## src/rtl/rxck_pkg.sv

```systemverilog
package rxck_pkg;
   localparam int BYTE_W = 8;
   localparam int STAT_W = 21;

   // status word bit positions (decoded downstream)
   localparam int B_ERR  = 16;
   localparam int B_FRAG = 17;
   localparam int B_TCP  = 18;
   localparam int B_V6   = 19;
   localparam int B_V4   = 20;

   localparam logic [15:0] ET_V4 = 16'h0800;
   localparam logic [15:0] ET_V6 = 16'h86DD;
   localparam logic [7:0]  PR_TCP = 8'd6;
   localparam logic [7:0]  PR_UDP = 8'd17;

   // frame byte positions
   localparam int L2_LEN   = 14;
   localparam int V4_ADDR0 = 26;
   localparam int V4_ADDR1 = 33;
   localparam int V6_ADDR0 = 22;
   localparam int V6_ADDR1 = 53;
   localparam int V6_L4    = 54;

   typedef enum logic [1:0] {NET_NONE, NET_V4, NET_V6} net_e;
endpackage

```

## src/rtl/rxck_hdr_parse.sv

```systemverilog
module rxck_hdr_parse
   import rxck_pkg::*;
#(
   parameter int CNT_W = 12
) (
   input  logic              clk,
   input  logic              rst_n,
   input  logic              beat,
   input  logic              sof,
   input  logic [BYTE_W-1:0] d,
   output logic              add_en,
   output logic              add_hi,
   output net_e              net,
   output logic [7:0]        proto,
   output logic [15:0]       l4_len,
   output logic              frag,
   output logic              hdr_ok,
   output logic              ck_nz
);
   localparam int PW = ((CNT_W > 16) ? CNT_W : 16) + 1;

   logic [CNT_W-1:0] idx_r, idx;
   logic [PW-1:0]    ix, l4_start, l4_end;
   logic [7:0]       et_hi;
   net_e             net_r;
   logic [3:0]       ihl_r;
   logic [15:0]      len_r;
   logic [7:0]       proto_r;
   logic             frag_r, hdr_r, cknz_r;
   logic [5:0]       hdr_bytes;
   logic             in_addr, in_l4, ck_hit;

   assign idx       = sof ? '0 : idx_r;
   assign ix        = PW'(idx);
   assign hdr_bytes = {ihl_r, 2'b00};
   assign l4_start  = (net_r == NET_V6) ? PW'(V6_L4) : PW'(L2_LEN) + PW'(hdr_bytes);
   assign l4_len    = (net_r == NET_V4) ? len_r - 16'(hdr_bytes) : len_r;
   assign l4_end    = l4_start + PW'(l4_len);

   assign in_addr = (net_r == NET_V4 && ix >= PW'(V4_ADDR0) && ix <= PW'(V4_ADDR1)) ||
                    (net_r == NET_V6 && ix >= PW'(V6_ADDR0) && ix <= PW'(V6_ADDR1));
   assign in_l4   = hdr_r && !sof && ix >= l4_start && ix < l4_end;
   assign ck_hit  = in_l4 && (ix == l4_start + PW'(6) || ix == l4_start + PW'(7)) && (d != '0);

   assign add_en = beat && (in_addr || in_l4);
   assign add_hi = ~idx[0];
   assign ck_nz  = (!sof && cknz_r) || (beat && ck_hit);
   assign net    = net_r;
   assign proto  = proto_r;
   assign frag   = frag_r;
   assign hdr_ok = hdr_r && !sof;

   always_ff @(posedge clk) begin
      if (!rst_n) begin
         idx_r <= '0; et_hi <= '0; net_r <= NET_NONE; ihl_r <= '0; len_r <= '0;
         proto_r <= '0; frag_r <= 1'b0; hdr_r <= 1'b0; cknz_r <= 1'b0;
      end else if (beat) begin
         idx_r  <= (&idx) ? idx : idx + 1'b1;
         cknz_r <= ck_nz;
         if (sof) begin
            net_r <= NET_NONE; ihl_r <= '0; len_r <= '0; proto_r <= '0;
            frag_r <= 1'b0; hdr_r <= 1'b0;
         end else begin
            if (ix == PW'(12)) et_hi <= d;
            if (ix == PW'(13))
               net_r <= ({et_hi, d} == ET_V4) ? NET_V4 :
                        ({et_hi, d} == ET_V6) ? NET_V6 : NET_NONE;
            if (ix == PW'(14)) begin
               if (net_r == NET_V4) begin
                  ihl_r <= d[3:0];
                  if (d[7:4] != 4'd4 || d[3:0] < 4'd5) net_r <= NET_NONE;
               end
               if (net_r == NET_V6 && d[7:4] != 4'd6) net_r <= NET_NONE;
            end
            if (net_r == NET_V4) begin
               if (ix == PW'(16)) len_r[15:8] <= d;
               if (ix == PW'(17)) len_r[7:0]  <= d;
               if (ix == PW'(20)) frag_r <= d[5] || (d[4:0] != '0);
               if (ix == PW'(21)) frag_r <= frag_r || (d != '0);
               if (ix == PW'(23)) proto_r <= d;
               if (ix == PW'(V4_ADDR1)) hdr_r <= 1'b1;
            end
            if (net_r == NET_V6) begin
               if (ix == PW'(18)) len_r[15:8] <= d;
               if (ix == PW'(19)) len_r[7:0]  <= d;
               if (ix == PW'(20)) proto_r <= d;
               if (ix == PW'(V6_ADDR1)) hdr_r <= 1'b1;
            end
         end
      end
   end
endmodule

```

## src/rtl/rxck_accum.sv

```systemverilog
module rxck_accum
   import rxck_pkg::*;
#(
   parameter int ACC_W = 32
) (
   input  logic              clk,
   input  logic              rst_n,
   input  logic              beat,
   input  logic              sof,
   input  logic              add_en,
   input  logic              add_hi,
   input  logic [BYTE_W-1:0] d,
   output logic [ACC_W-1:0]  acc_nxt
);
   logic [ACC_W-1:0] acc_r;
   logic [15:0]      word;

   assign word    = add_hi ? {d, 8'h00} : {8'h00, d};
   assign acc_nxt = (sof ? '0 : acc_r) + (add_en ? ACC_W'(word) : '0);

   always_ff @(posedge clk) begin
      if (!rst_n)    acc_r <= '0;
      else if (beat) acc_r <= acc_nxt;
   end
endmodule

```

## src/rtl/rxck_fold.sv

```systemverilog
module rxck_fold #(
   parameter int ACC_W = 32
) (
   input  logic [ACC_W-1:0] x,
   output logic [15:0]      y
);
   localparam int NF = (ACC_W + 15) / 16 + 1;

   logic [ACC_W-1:0] st [NF+1];

   assign st[0] = x;
   generate
      for (genvar k = 0; k < NF; k++) begin : g_fold
         assign st[k+1] = ACC_W'(st[k][15:0]) + (st[k] >> 16);
      end
   endgenerate
   assign y = st[NF][15:0];
endmodule

```

## src/rtl/rxck_l4_verify.sv

```systemverilog
module rxck_l4_verify
   import rxck_pkg::*;
#(
   parameter int CNT_W = 12,
   parameter int ACC_W = 32
) (
   input  logic              clk,
   input  logic              rst_n,
   input  logic              chk_en,
   input  logic              s_valid,
   input  logic              s_sof,
   input  logic              s_eof,
   input  logic [7:0]        s_data,
   output logic              m_valid,
   output logic              m_sof,
   output logic              m_eof,
   output logic [7:0]        m_data,
   output logic              stat_valid,
   output logic [20:0]       stat_word
);
   generate
      if (CNT_W < 7) begin : g_bad_cnt
         $error("CNT_W must reach byte index 54");
      end
      if (ACC_W < CNT_W + 18) begin : g_bad_acc
         $error("ACC_W too narrow for the longest frame");
      end
   endgenerate

   logic              sof_q, add_en, add_hi, frag, hdr_ok, ck_nz;
   net_e              net;
   logic [7:0]        proto;
   logic [15:0]       l4_len, sum;
   logic [ACC_W-1:0]  acc_nxt, total;
   logic [STAT_W-1:0] word_nxt;
   logic              is_tcp, is_udp, known, udp_exempt, last;

   assign sof_q = s_valid && s_sof;
   assign last  = s_valid && s_eof;

   rxck_hdr_parse #(.CNT_W(CNT_W)) u_parse (
      .clk(clk), .rst_n(rst_n), .beat(s_valid), .sof(sof_q), .d(s_data),
      .add_en(add_en), .add_hi(add_hi), .net(net), .proto(proto),
      .l4_len(l4_len), .frag(frag), .hdr_ok(hdr_ok), .ck_nz(ck_nz)
   );

   rxck_accum #(.ACC_W(ACC_W)) u_acc (
      .clk(clk), .rst_n(rst_n), .beat(s_valid), .sof(sof_q),
      .add_en(add_en), .add_hi(add_hi), .d(s_data), .acc_nxt(acc_nxt)
   );

   assign total = acc_nxt + ACC_W'(proto) + ACC_W'(l4_len);

   rxck_fold #(.ACC_W(ACC_W)) u_fold (.x(total), .y(sum));

   assign is_tcp     = (proto == PR_TCP);
   assign is_udp     = (proto == PR_UDP);
   assign known      = chk_en && hdr_ok && (net != NET_NONE) && (is_tcp || is_udp);
   assign udp_exempt = (net == NET_V4) && is_udp && !ck_nz;

   always_comb begin
      word_nxt = '0;
      if (known) begin
         word_nxt[B_V4]  = (net == NET_V4);
         word_nxt[B_V6]  = (net == NET_V6);
         word_nxt[B_TCP] = is_tcp;
         if (frag) begin
            word_nxt[B_FRAG] = 1'b1;
         end else begin
            word_nxt[15:0]  = sum;
            word_nxt[B_ERR] = (sum != 16'hFFFF) && !udp_exempt;
         end
      end
   end

   always_ff @(posedge clk) begin
      if (!rst_n) begin
         m_valid <= 1'b0; m_sof <= 1'b0; m_eof <= 1'b0; m_data <= '0;
         stat_valid <= 1'b0; stat_word <= '0;
      end else begin
         m_valid    <= s_valid;
         m_sof      <= s_valid && s_sof;
         m_eof      <= s_valid && s_eof;
         m_data     <= s_data;
         stat_valid <= last;
         if (last) stat_word <= word_nxt;
      end
   end
endmodule

```

## config.mk

```make
export PLATFORM = sky130hd
export DESIGN_NAME = rxck_l4_verify
export DESIGN_NICKNAME = d
export VERILOG_FILES = /design/src/rtl/rxck_pkg.sv /design/src/rtl/rxck_hdr_parse.sv /design/src/rtl/rxck_accum.sv /design/src/rtl/rxck_fold.sv /design/src/rtl/rxck_l4_verify.sv
export SDC_FILE = /design/constraint.sdc
export NUM_CORES = 1
export LEC_CHECK = 0
export BUFFER_PORTS_ARGS = -buffer_cell sky130_fd_sc_hd__buf_2
export CORE_ASPECT_RATIO = 0.75
export CORE_MARGIN = 5
export CORE_UTILIZATION = 65
export CTS_CLUSTER_DIAMETER = 50
export DETAILED_ROUTE_END_ITERATION = 7
export PLACE_DENSITY = 0.85
export SYNTH_ARGS = -nofsm -noshare
export SYNTH_HDL_FRONTEND = slang
export SYNTH_SLANG_ARGS = --single-unit
```

## constraint.sdc

```tcl
create_clock -name clk -period 31.6 [get_ports clk]
set_input_delay 0 -clock clk [delete_from_list [all_inputs] [get_ports clk]]
set_output_delay 0 -clock clk [all_outputs]
set_load 0.03 [all_outputs]
```

==> impl_metrics.json <==
{
  "maxCapViolations": 0,
  "cts_setup_buffers": 0,
  "peakVddDrop_v": 0.0000289,
  "sw_frac_of_total": 0.259,
  "postSynthAreaPerCell_um2": 8.06,
  "die_width_um": 158,
  "ys_ff_latch": 117,
  "mostFrequentLayoutCell": "dfxtp_1",
  "port_buffers": 46,
  "drt-total-wl_mm": 29.5,
  "combPwrFrac": 0.073,
  "dp_cells": 1532,
  "wl_per_cell_um": 18.7,
  "synth_ff_type": "dfxtp_1",
  "ys_seq_area_frac": 0.218,
  "required_ns": 31.92,
  "drt_iter0_drc": 1055,
  "drt-pass1-iter-count": 6,
  "antenna_left": 0,
  "tns_ns": 0,
  "p_per_area_mw_per_mm2": 31.0,
  "hpwl_mm": 21.7,
  "clk-insertion-delay-late_ns": 0.43,
  "p_seq_frac": 0.414,
  "synthTopCellsByArea": "dfxtp_1 (22%), ha_1 (11%), xnor2_1 (5.9%)",
  "cts_tree": "yes",
  "cpMaxStageDelayCell": "o21ai_0",
  "area_growth_pct": 8.55,
  "post-route-period-util": 0.469,
  "worstHoldPathType": "in2reg",
  "fin_nets": 1469,
  "netlist.top_cell.by_area": "dfxtp_1",
  "crit_path_start_kind": "flop",
  "cts-buffers-inserted": 17,
  "utilization": 0.723,
  "crit_family": "compound AO/OA/AOI/OAI gates",
  "cp.arrival_ns": 15.14,
  "fmax_mhz": 67.5,
  "synth_top_area_frac": 0.218,
  "cpPeakStageDelay_ns": 0.54,
  "grt_max_degree": 113,
  "final.setup_skew_ns": 0.0103,
  "cts_htree_levels": 4,
  "first_global_vias": 9385,
  "viasPerCell": 6.43,
  "crit_buf_inv": 2,
  "vias": 10100,
  "end_kind": "flop",
  "die_y_um": 121,
  "grt_usage": 0.308,
  "fin_crit_ns": 14.82,
  "fillers": 1239,
  "yosys_warnings": 0,
  "antenna_found_initial": 0,
  "ff2ff_setup_slack_ns": 16.78,
  "cts_resized": 0,
  "dieArea_mm2": 0.0192,
  "layout_common_cells": "dfxtp_1 (117), nor2b_1 (94), ha_1 (93), nor2_1 (90), nand2_1 (87)",
  "rsz0062_at_grt": "false",
  "drc_errors": 0,
  "slew-limit-headroom": 0.170,
  "start_util": 0.666,
  "p_leak_nw": 4.98,
  "fp.coreArea_mm2": 0.0161,
  "synth.distinct_cells": 90,
  "synth_edf_count": 0,
  "p_sw_w": 0.0000933,
  "maxSlewViolCount": 0,
  "crit_type": "reg2reg",
  "p_int_w": 0.000267,
  "status": "finished, final reports clean",
  "synthArstFlopShare": 0,
  "syn-num-nets": 1451,
  "syn-cell-area_mm2": 0.0107,
  "cp_max_fo": 13,
  "grt_pass1_wl_mm": 47.9,
  "io_pins": 47,
  "clockBufferDepth": 2,
  "num_antenna_cells": 0,
  "power_frac_clock": 0.512,
  "routabilityCongestion": 0.994,
  "cts.clk_slew.worst_paths_ns": 0.06,
  "setup_viol": 0,
  "syn_inst": 1332,
  "cts_sinks": 117,
  "final_hold_viol_count": 0,
  "drive_above_1_share": 0.0880,
  "layout.cells.non_filler": 1573,
  "crit_path_frequent_cell": "ha_1",
  "grt_overflow": 0,
  "worst_pin_slew_ns": 1.24,
  "rows": 40,
  "clockRootBuffer": "clkbuf_16"
}
kinds of logic after synthesis:
group | count (synthesis) | synth area share
xor gates and xnor gates | 105 | 0.0864
muxes | 43 | 0.0402
AOI/OAI and AO/OA | 314 | 0.207
DFF | 117 | 0.218
buffers and inverters | 121 | 0.0442
adders and majority gates | 105 | 0.131
and+or+nand+nor | 527 | 0.273
flip-flops by register name, summed over array words and instances, names as in the netlist, 2 cells and up:
register / count
u_parse.ihl_r: 4
u_parse.idx_r: 12
u_parse.net: 2
u_parse.len_r: 16
stat_word: 21
m_data: 8
u_parse.et_hi: 8
u_acc.acc_r: 32
u_parse.proto: 8
stage by stage:
step	total power (W)	area, µm²	hold slack, ns	setup WS [ns]
6_report	0.000361	11600	0.0740	16.78
2_1_floorplan	0.000171	10700	0.153	18.83
5_1_grt	0.000371	11600	0.0828	15.66
3_5_place_dp	0.000177	11000	0.251	17.10
4_1_cts	0.000360	11600	0.0570	17.07
3_3_place_gp	0.000177	11000	0.250	17.84
final cells by class:
cell class / instances / area [µm²] / area share
clock buffer: 20 / 447 / 0.0384
tap: 210 / 263 / 0.0226
inverter: 62 / 233 / 0.0200
sequential: 117 / 2340 / 0.201
clock inverter: 12 / 106 / 0.00913
multi-input combinational: 1094 / 7910 / 0.679
timing repair buffer: 58 / 343 / 0.0294
worst paths after layout:
path,start,endpoint,cells after the start
setup / recovery,u_parse.net[1],stat_word[16],63
hold / removal,s_valid,stat_valid,2
setup reg to reg,u_parse.net[1],stat_word[16],63
hold reg to reg,u_parse.hdr_r,u_parse.hdr_r,2
what timing repair did:
action | in CTS | in global routing
hold endpoints to repair | 10 | 0
endpoints found under the setup margin | 0 | 0
hold buffers | 9 | 0
synthesized netlist by cell type (all sizes together) (12+ instances only):
cell,n
or3,16
nand2b,21
inv,62
a21o,33
and2,44
a21oi,65
ha,93
fa,12
nor4,22
o21ai,54
nand2,87
a211oi,16
o21a,17
clkbuf,50
nand4,17
nor3b,13
a22oi,19
xor2,33
mux2i,42
nor2b,94
nand3,32
nor3,30
and3,17
xnor2,72
a32oi,28
a21boi,12
nor2,93
dfxtp,117
per-layer routing:
layer	global-route usage	up-vias	routed length, µm
met5	0	-	0
met4	0.0741	0	550
met3	0.0652	60	2740
met1	0.448	4757	13600
li1	-	4835	-
met2	0.467	462	12600
worst reg2reg max path, delay by kind of cell, from the launching register on:
| family | cells | cell delay, ns |
|---|---|---|
| compound gates | 30 | 7.16 |
| xor+xnor | 4 | 0.75 |
| fa+ha+maj | 11 | 3.23 |
| buf+inv | 2 | 0.18 |
| flops | 1 | 0.35 |
| simple gates | 16 | 3.08 |
power by group through the flow:
stage | sequential (W) | clock [W] | combinational [W]
after floorplan | 0.000154 | 0 | 0.0000167
after global placement | 0.000152 | 0 | 0.0000246
after detailed placement | 0.000153 | 0 | 0.0000248
after CTS | 0.000149 | 0.000185 | 0.0000258
after global routing | 0.000149 | 0.000194 | 0.0000282
final | 0.000149 | 0.000185 | 0.0000265
No activity file was read; power rests on OpenSTA's default activity.
